==> config.mk <==
export PLATFORM = sky130hd
export DESIGN_NAME = otp_rd_ctrl
export DESIGN_NICKNAME = d
export VERILOG_FILES = /design/src/rtl/otp_rd_pkg.sv /design/src/rtl/otp_rd_timer.sv /design/src/rtl/otp_rd_capture.sv /design/src/rtl/otp_rd_ctrl.sv
export SDC_FILE = /design/constraint.sdc
export NUM_CORES = 1
export LEC_CHECK = 0
export BUFFER_PORTS_ARGS = -buffer_cell sky130_fd_sc_hd__buf_2
export CAP_MARGIN = 10
export CORE_AREA = 8 8 66 68
export DETAILED_ROUTE_END_ITERATION = 10
export DIE_AREA = 0 0 74 76
export GPL_TIMING_DRIVEN = 0
export PLACE_DENSITY = 0.71
export SLEW_MARGIN = 10
export SYNTH_ARGS = -nofsm -noshare
export SYNTH_HDL_FRONTEND = slang
export SYNTH_SLANG_ARGS = --single-unit
==> constraint.sdc <==
create_clock -name clk -period 1.8 [get_ports clk]
set_input_delay 0.45 -clock clk [delete_from_list [all_inputs] [get_ports clk]]
set_output_delay 0.45 -clock clk [all_outputs]
set_load 0.005 [all_outputs]
==> src/rtl/otp_rd_pkg.sv <==
`timescale 1ns/1ps
package otp_rd_pkg;

    typedef enum logic [1:0] {
        PH_IDLE    = 2'd0,
        PH_ACCESS  = 2'd1,
        PH_RELEASE = 2'd2
    } phase_t;

    localparam int RELEASE_PS = 15000;
    localparam int OE_ACC_PS  = 15000;

    // address- and select-relative access limit per speed grade
    function automatic int grade_access_ps(input int grade);
        return (grade == 1) ? 40000 : 45000;
    endfunction

    function automatic int max2(input int a, input int b);
        return (a > b) ? a : b;
    endfunction

    // worst of the three access limits
    function automatic int access_ps(input int grade);
        return max2(grade_access_ps(grade), OE_ACC_PS);
    endfunction

    // minimum read cycle equals the address access limit
    function automatic int cycle_ps(input int grade);
        return grade_access_ps(grade);
    endfunction

    // ceil(limit / period) plus one margin cycle
    function automatic int wait_cycles(input int limit_ps, input int period_ps);
        return (limit_ps + period_ps - 1) / period_ps + 1;
    endfunction

endpackage

==> src/rtl/otp_rd_timer.sv <==
`timescale 1ns/1ps
module otp_rd_timer #(
    parameter int CNT_W = 4
) (
    input  logic             clk,
    input  logic             rst,
    input  logic             load,
    input  logic [CNT_W-1:0] load_val,
    output logic             zero
);
    logic [CNT_W-1:0] cnt_d, cnt_q;

    always_comb begin
        cnt_d = cnt_q;
        if (load) begin
            cnt_d = load_val;
        end else if (cnt_q != '0) begin
            cnt_d = cnt_q - 1'b1;
        end
    end

    always_ff @(posedge clk) begin
        if (rst) begin
            cnt_q <= '0;
        end else begin
            cnt_q <= cnt_d;
        end
    end

    assign zero = (cnt_q == '0);

    // a loaded window starts from the requested count
    assert_timer_load_R4: assert property (@(posedge clk) disable iff (rst)
        load |=> (cnt_q == $past(load_val)))
        else $error("timer did not take the load value");

endmodule

==> src/rtl/otp_rd_capture.sv <==
`timescale 1ns/1ps
module otp_rd_capture #(
    parameter int DATA_W = 8
) (
    input  logic              clk,
    input  logic              rst,
    input  logic              take,
    input  logic [DATA_W-1:0] din,
    output logic              rsp_valid,
    output logic [DATA_W-1:0] rsp_data
);
    typedef struct packed {
        logic              vld;
        logic [DATA_W-1:0] data;
    } cap_t;

    cap_t cap_d, cap_q;

    always_comb begin
        cap_d     = cap_q;
        cap_d.vld = take;
        if (take) begin
            cap_d.data = din;
        end
    end

    always_ff @(posedge clk) begin
        if (rst) begin
            cap_q <= '0;
        end else begin
            cap_q <= cap_d;
        end
    end

    assign rsp_valid = cap_q.vld;
    assign rsp_data  = cap_q.data;

    // the response flag is a single-cycle pulse
    assert_rsp_single_R7: assert property (@(posedge clk) disable iff (rst)
        rsp_valid |=> !rsp_valid)
        else $error("response flag held for more than one cycle");

endmodule

==> src/rtl/otp_rd_ctrl.sv <==
`timescale 1ns/1ps
module otp_rd_ctrl
    import otp_rd_pkg::*;
#(
    parameter int ADDR_W        = 15,
    parameter int DATA_W        = 8,
    parameter int CLK_PERIOD_PS = 4000,
    parameter int SPEED_GRADE   = 0
) (
    input  logic              clk,
    input  logic              rst,
    input  logic              req_valid,
    output logic              req_ready,
    input  logic [ADDR_W-1:0] req_addr,
    output logic              rsp_valid,
    output logic [DATA_W-1:0] rsp_data,
    output logic              mem_ce_n,
    output logic              mem_oe_n,
    output logic              mem_pe_n,
    output logic [ADDR_W-1:0] mem_addr,
    input  logic [DATA_W-1:0] mem_dq
);
    localparam int ACC_CYC  = wait_cycles(access_ps(SPEED_GRADE), CLK_PERIOD_PS);
    localparam int RC_CYC   = wait_cycles(cycle_ps(SPEED_GRADE), CLK_PERIOD_PS);
    localparam int HOLD_CYC = max2(ACC_CYC, RC_CYC);
    localparam int REL_CYC  = wait_cycles(RELEASE_PS, CLK_PERIOD_PS);
    localparam int CNT_W    = $clog2(max2(HOLD_CYC, REL_CYC) + 1);

    typedef struct packed {
        phase_t            ph;
        logic              ce_n;
        logic              oe_n;
        logic [ADDR_W-1:0] addr;
    } seq_t;

    seq_t             seq_d, seq_q;
    logic             tmr_load;
    logic [CNT_W-1:0] tmr_val;
    logic             tmr_zero;
    logic             cap_take;

    always_comb begin
        seq_d    = seq_q;
        tmr_load = 1'b0;
        tmr_val  = '0;
        cap_take = 1'b0;
        case (seq_q.ph)
            PH_IDLE: begin
                if (req_valid) begin
                    seq_d.ph   = PH_ACCESS;
                    seq_d.ce_n = 1'b0;
                    seq_d.oe_n = 1'b0;
                    seq_d.addr = req_addr;
                    tmr_load   = 1'b1;
                    tmr_val    = CNT_W'(HOLD_CYC - 1);
                end
            end
            PH_ACCESS: begin
                if (tmr_zero) begin
                    cap_take   = 1'b1;
                    seq_d.ph   = PH_RELEASE;
                    seq_d.ce_n = 1'b1;
                    seq_d.oe_n = 1'b1;
                    tmr_load   = 1'b1;
                    tmr_val    = CNT_W'(REL_CYC - 1);
                end
            end
            PH_RELEASE: begin
                if (tmr_zero) begin
                    seq_d.ph = PH_IDLE;
                end
            end
            default: begin
                seq_d.ph   = PH_IDLE;
                seq_d.ce_n = 1'b1;
                seq_d.oe_n = 1'b1;
            end
        endcase
    end

    always_ff @(posedge clk) begin
        if (rst) begin
            seq_q.ph   <= PH_IDLE;
            seq_q.ce_n <= 1'b1;
            seq_q.oe_n <= 1'b1;
            seq_q.addr <= '0;
        end else begin
            seq_q <= seq_d;
        end
    end

    otp_rd_timer #(.CNT_W(CNT_W)) u_timer (
        .clk      (clk),
        .rst      (rst),
        .load     (tmr_load),
        .load_val (tmr_val),
        .zero     (tmr_zero)
    );

    otp_rd_capture #(.DATA_W(DATA_W)) u_capture (
        .clk       (clk),
        .rst       (rst),
        .take      (cap_take),
        .din       (mem_dq),
        .rsp_valid (rsp_valid),
        .rsp_data  (rsp_data)
    );

    assign req_ready = (seq_q.ph == PH_IDLE);
    assign mem_ce_n  = seq_q.ce_n;
    assign mem_oe_n  = seq_q.oe_n;
    assign mem_pe_n  = 1'b1;
    assign mem_addr  = seq_q.addr;

    // cycles spent with the select strobe high, saturating at the release window
    logic [CNT_W-1:0] gap_q;
    always_ff @(posedge clk) begin
        if (rst) begin
            gap_q <= CNT_W'(REL_CYC);
        end else if (!mem_ce_n) begin
            gap_q <= '0;
        end else if (gap_q < CNT_W'(REL_CYC)) begin
            gap_q <= gap_q + 1'b1;
        end
    end

    // select is re-asserted only after a full release window
    assert_release_gap_R6: assert property (@(posedge clk) disable iff (rst)
        $fell(mem_ce_n) |-> (gap_q >= CNT_W'(REL_CYC)))
        else $error("strobes re-asserted inside the release window");

    // address held while the memory is selected
    assert_addr_stable_R8: assert property (@(posedge clk) disable iff (rst)
        (!mem_ce_n && !$past(mem_ce_n)) |-> $stable(mem_addr))
        else $error("address moved during a selected cycle");

    // output drive only together with chip select
    assert_oe_with_ce_R9: assert property (@(posedge clk) disable iff (rst)
        !mem_oe_n |-> !mem_ce_n)
        else $error("output drive enabled without chip select");

    // acceptance blocks further requests
    assert_busy_after_accept_R3: assert property (@(posedge clk) disable iff (rst)
        (req_valid && req_ready) |=> !req_ready)
        else $error("ready stayed high after acceptance");

    // a result is returned only after the strobes are released
    assert_rsp_in_release_R5: assert property (@(posedge clk) disable iff (rst)
        rsp_valid |-> (mem_ce_n && !req_ready))
        else $error("response outside the release phase");

endmodule

==> run_results.csv <==
group,metric,value,unit
route,drt_wl_total,3109,um
final_layout,nets,250,
timing,hold_viol,0,
yosys,synthTopCellsByCount,"31 x dfxtp_1, 31 x nand2_1, 18 x buf_4",
clock_network,postCtsHoldBufs,0,
final_layout,antennaDiodeCount,0,
timing,fin_crit_sh,0.8824,
worst_setup_path,cp-start-kind,"flip-flop",
worst_setup_path,path_max_fanout,10,
power,irDropWorstVdd,0.0005434,V
global_routing,track_usage,0.1202,
timing,tns,0,ns
yosys,synth_edf_count,0,
route,top_layer_used,"met4",
yosys,synth.net_count,191,
timing,finalSetupViolations,0,
clock_network,clk_latency,0.33,ns
floorplanning,rows,22,
yosys,ys_warn_count,0,
worst_setup_path,crit_slowest_cell,"nor3b_2",
power,cellPowerDensity,1186,nW/um2
floorplanning,fp.coreArea,3441,um2
placed_design,hpwl,2228,um
global_routing,grt_pass1_vias,1202,
worst_setup_path,path_class,"reg2reg",
yosys,synth_top_area_share,0.4389,
clock_network,clock-root-buffer,"clkbuf_4",
clock_network,path_clk_slew,0.10,ns
timing,rsz0062_at_grt,"no",
global_routing,grt_antenna_before_repair,0,
clock_network,tritoncts_num_sinks,31,
timing,relSlewSlack,0.6644,
placed_design,place_congestion,0.6729,
global_routing,grt_pass1_wl,5430,um
yosys,syn_area_per_cell,8.621,um2
timing,fin_skew,0.01220,ns
flow_run,max-cap-violations,0,
yosys,ys_async_sr_fraction,0,
placed_design,port_buffers,52,
timing,layout_min_cycle_time,1.588,ns
route,drt_iter0_drc,45,
clock_network,numCtsBuffers,5,
worst_setup_path,arrival,1.85,ns
clock_network,cts_tree,"done",
clock_network,cts_setup_buffers,0,
global_routing,gr-total-overflow,0,
floorplanning,die_w,74,um
clock_network,cts_buffer_depth,2,
worst_setup_path,cpPeakStageDelay,0.38,ns
timing,drv_slew,0,
route,met1_length,1435,um
yosys,syn_area,1414,um2
clock_network,htree_levels,2,
worst_setup_path,crit_path_end_kind,"flip-flop",
yosys,yosysUniqueCellTypes,30,
route,post_drt_wl_per_cell,11.43,um
timing,timing.fmax,0.6296,GHz
power,leakage,0.8458,nW
floorplanning,die_h,76,um
timing,timing.final.ws_setup,0.2117,ns
final_layout,final_layout_size_suffix_gt1_frac,0.3973,
placed_design,dp_slack,0.2429,ns
floorplanning,ios,54,
yosys,synth_seq_cells,31,
worst_setup_path,crit_chain,"inv_1 -> ha_1 -> nor3b_2 -> buf_2 -> nand2_1 -> a21oi_1",
yosys,synth-seq-area-share,0.4389,
yosys,ys.flop_type,"dfxtp_1",
status,status,"completed",
route,postRouteAntennaNets,0,
route,avgViaCountPerCell,4.415,
clock_network,ctsResizeCount,0,
floorplanning,start_util,0.4109,
route,dr.pass1.iters,4,
yosys,yosys.area.top_type,"dfxtp_1",
floorplanning,die_area,5624,um2
worst_hold_path,min_path_type,"in2reg",
route,dr_wl_met2,1341,um
route,via_count,1201,
route,routed-wl-met3,276,um
final_layout,area.growth.synth_to_final,28.76,%
worst_setup_path,crit_required,2.06,ns
global_routing,grt_max_degree,11,
yosys,synth_area_leaders,"dfxtp_1 44%, buf_4 9.6%, nand2_1 8.2%, a21oi_1 6.0%, nand4b_1 5.0%",
timing,worst_pin_slew,0.5034,ns
power,power,2.158,mW
yosys,netlist_instances,164,
route,post-route-drc-count,0,
[critical path: cells and delay by family, from the launching register on]
family                     cells  cell delay [ns]
and+or+nand+nor                2             0.48
adders and majority gates      1             0.18
DFF                            1             0.35
AOI/OAI and AO/OA              1             0.13
buffers and inverters          2             0.37
[power by group]
group,total [mW],switching [mW],internal [mW],leakage (nW)
registers,0.867,0.0690,0.799,0.254
logic,0.719,0.366,0.353,0.543
clock network,0.572,0.244,0.328,0.0482
[final timing paths]
kind	slack, ns	from	cells past startpoint	endpoint
worst max register to register	0.21	u_timer.cnt_q[0]$_SDFFE_PP0P_	6	seq_q[18]$_SDFFE_PP0P_
worst min register to register	0.46	mem_addr[0]$_SDFFE_PP0N_	2	mem_addr[0]$_SDFFE_PP0N_
worst max-delay path	0.21	u_timer.cnt_q[0]$_SDFFE_PP0P_	6	seq_q[18]$_SDFFE_PP0P_
worst min-delay path	0.34	req_addr[9]	3	mem_addr[9]$_SDFFE_PP0N_
[final cells by class]
type | count | area (um2)
buffer | 29 | 206.4
clock buffer | 6 | 51.30
clock inverter | 2 | 35.03
fill | 350 | 1620
inverter | 2 | 7.507
multi-input combinational | 102 | 579.3
sequential | 31 | 620.6
tap | 48 | 60.06
timing repair buffer | 52 | 260.3
[cell families (layout without fill, tap and decap cells)]
group | Yosys count | in the layout | share of synthesized area
AOI/OAI and AO/OA | 32 | 32 | 0.1292
and+or+nand+nor | 67 | 67 | 0.2620
muxes | 1 | 1 | 0.007080
adders and majority gates | 1 | 1 | 0.008848
other | 1 | 1 | 0.002652
buffers and inverters | 31 | 91 | 0.1513
DFF | 31 | 31 | 0.4389
[placed cells by master, fill, tap and decap left out]
cell       synthesis  final
buf_2              3     55
nand2_1           31     31
dfxtp_1           31     31
buf_4             18     18
a21oi_1           17     17
nand2b_1          11     11
o21ai_1            9      9
nand4b_1           8      8
clkbuf_1           5      5
clkbuf_4           0      5
nor2_1             4      4
inv_1              2      2
buf_6              2      2
or3b_1             2      2
nor2b_1            2      2
nor3_1             2      2
nand3_1            2      2
a211oi_1           2      2
nor3b_4            1      1
buf_8              1      1
nor3b_2            1      1
and2_1             1      1
mux2i_1            1      1
a21oi_2            1      1
o21bai_1           1      1
a31oi_2            1      1
or2_2              1      1
or2_1              1      1
a2111oi_0          1      1
ha_1               1      1
conb_1             1      1
clkbuf_8           0      1
bufinv_16          0      1
clkinv_2           0      1
[routing by layer]
metal | global-route usage | vias to the layer above
li1 | - | 642
met1 | 0.1478 | 517
met2 | 0.1734 | 36
met3 | 0.05000 | 6
met4 | 0.05800 | 0
met5 | 0 | -
[sequential cells by signal, summed over array words and instances (netlist names)]
name                 flops
mem_addr                15
mem_ce_n                 1
seq_q                    2
u_capture.rsp_data       8
u_capture.rsp_valid      1
u_timer.cnt_q            4
[metrics by stage]
stage                     hold slack (ns)  cells  utilization  instance area [um2]
after floorplan                    0.4367    164            -                 1414
after global placement             0.4431    264       0.5040                 1734
after detailed placement           0.4474    264       0.5040                 1734
after CTS                          0.3336    272       0.5291                 1821
after global routing               0.3389    272       0.5291                 1821
final                              0.3443    272       0.5291                 1821
(Power assumes the default switching activity.)
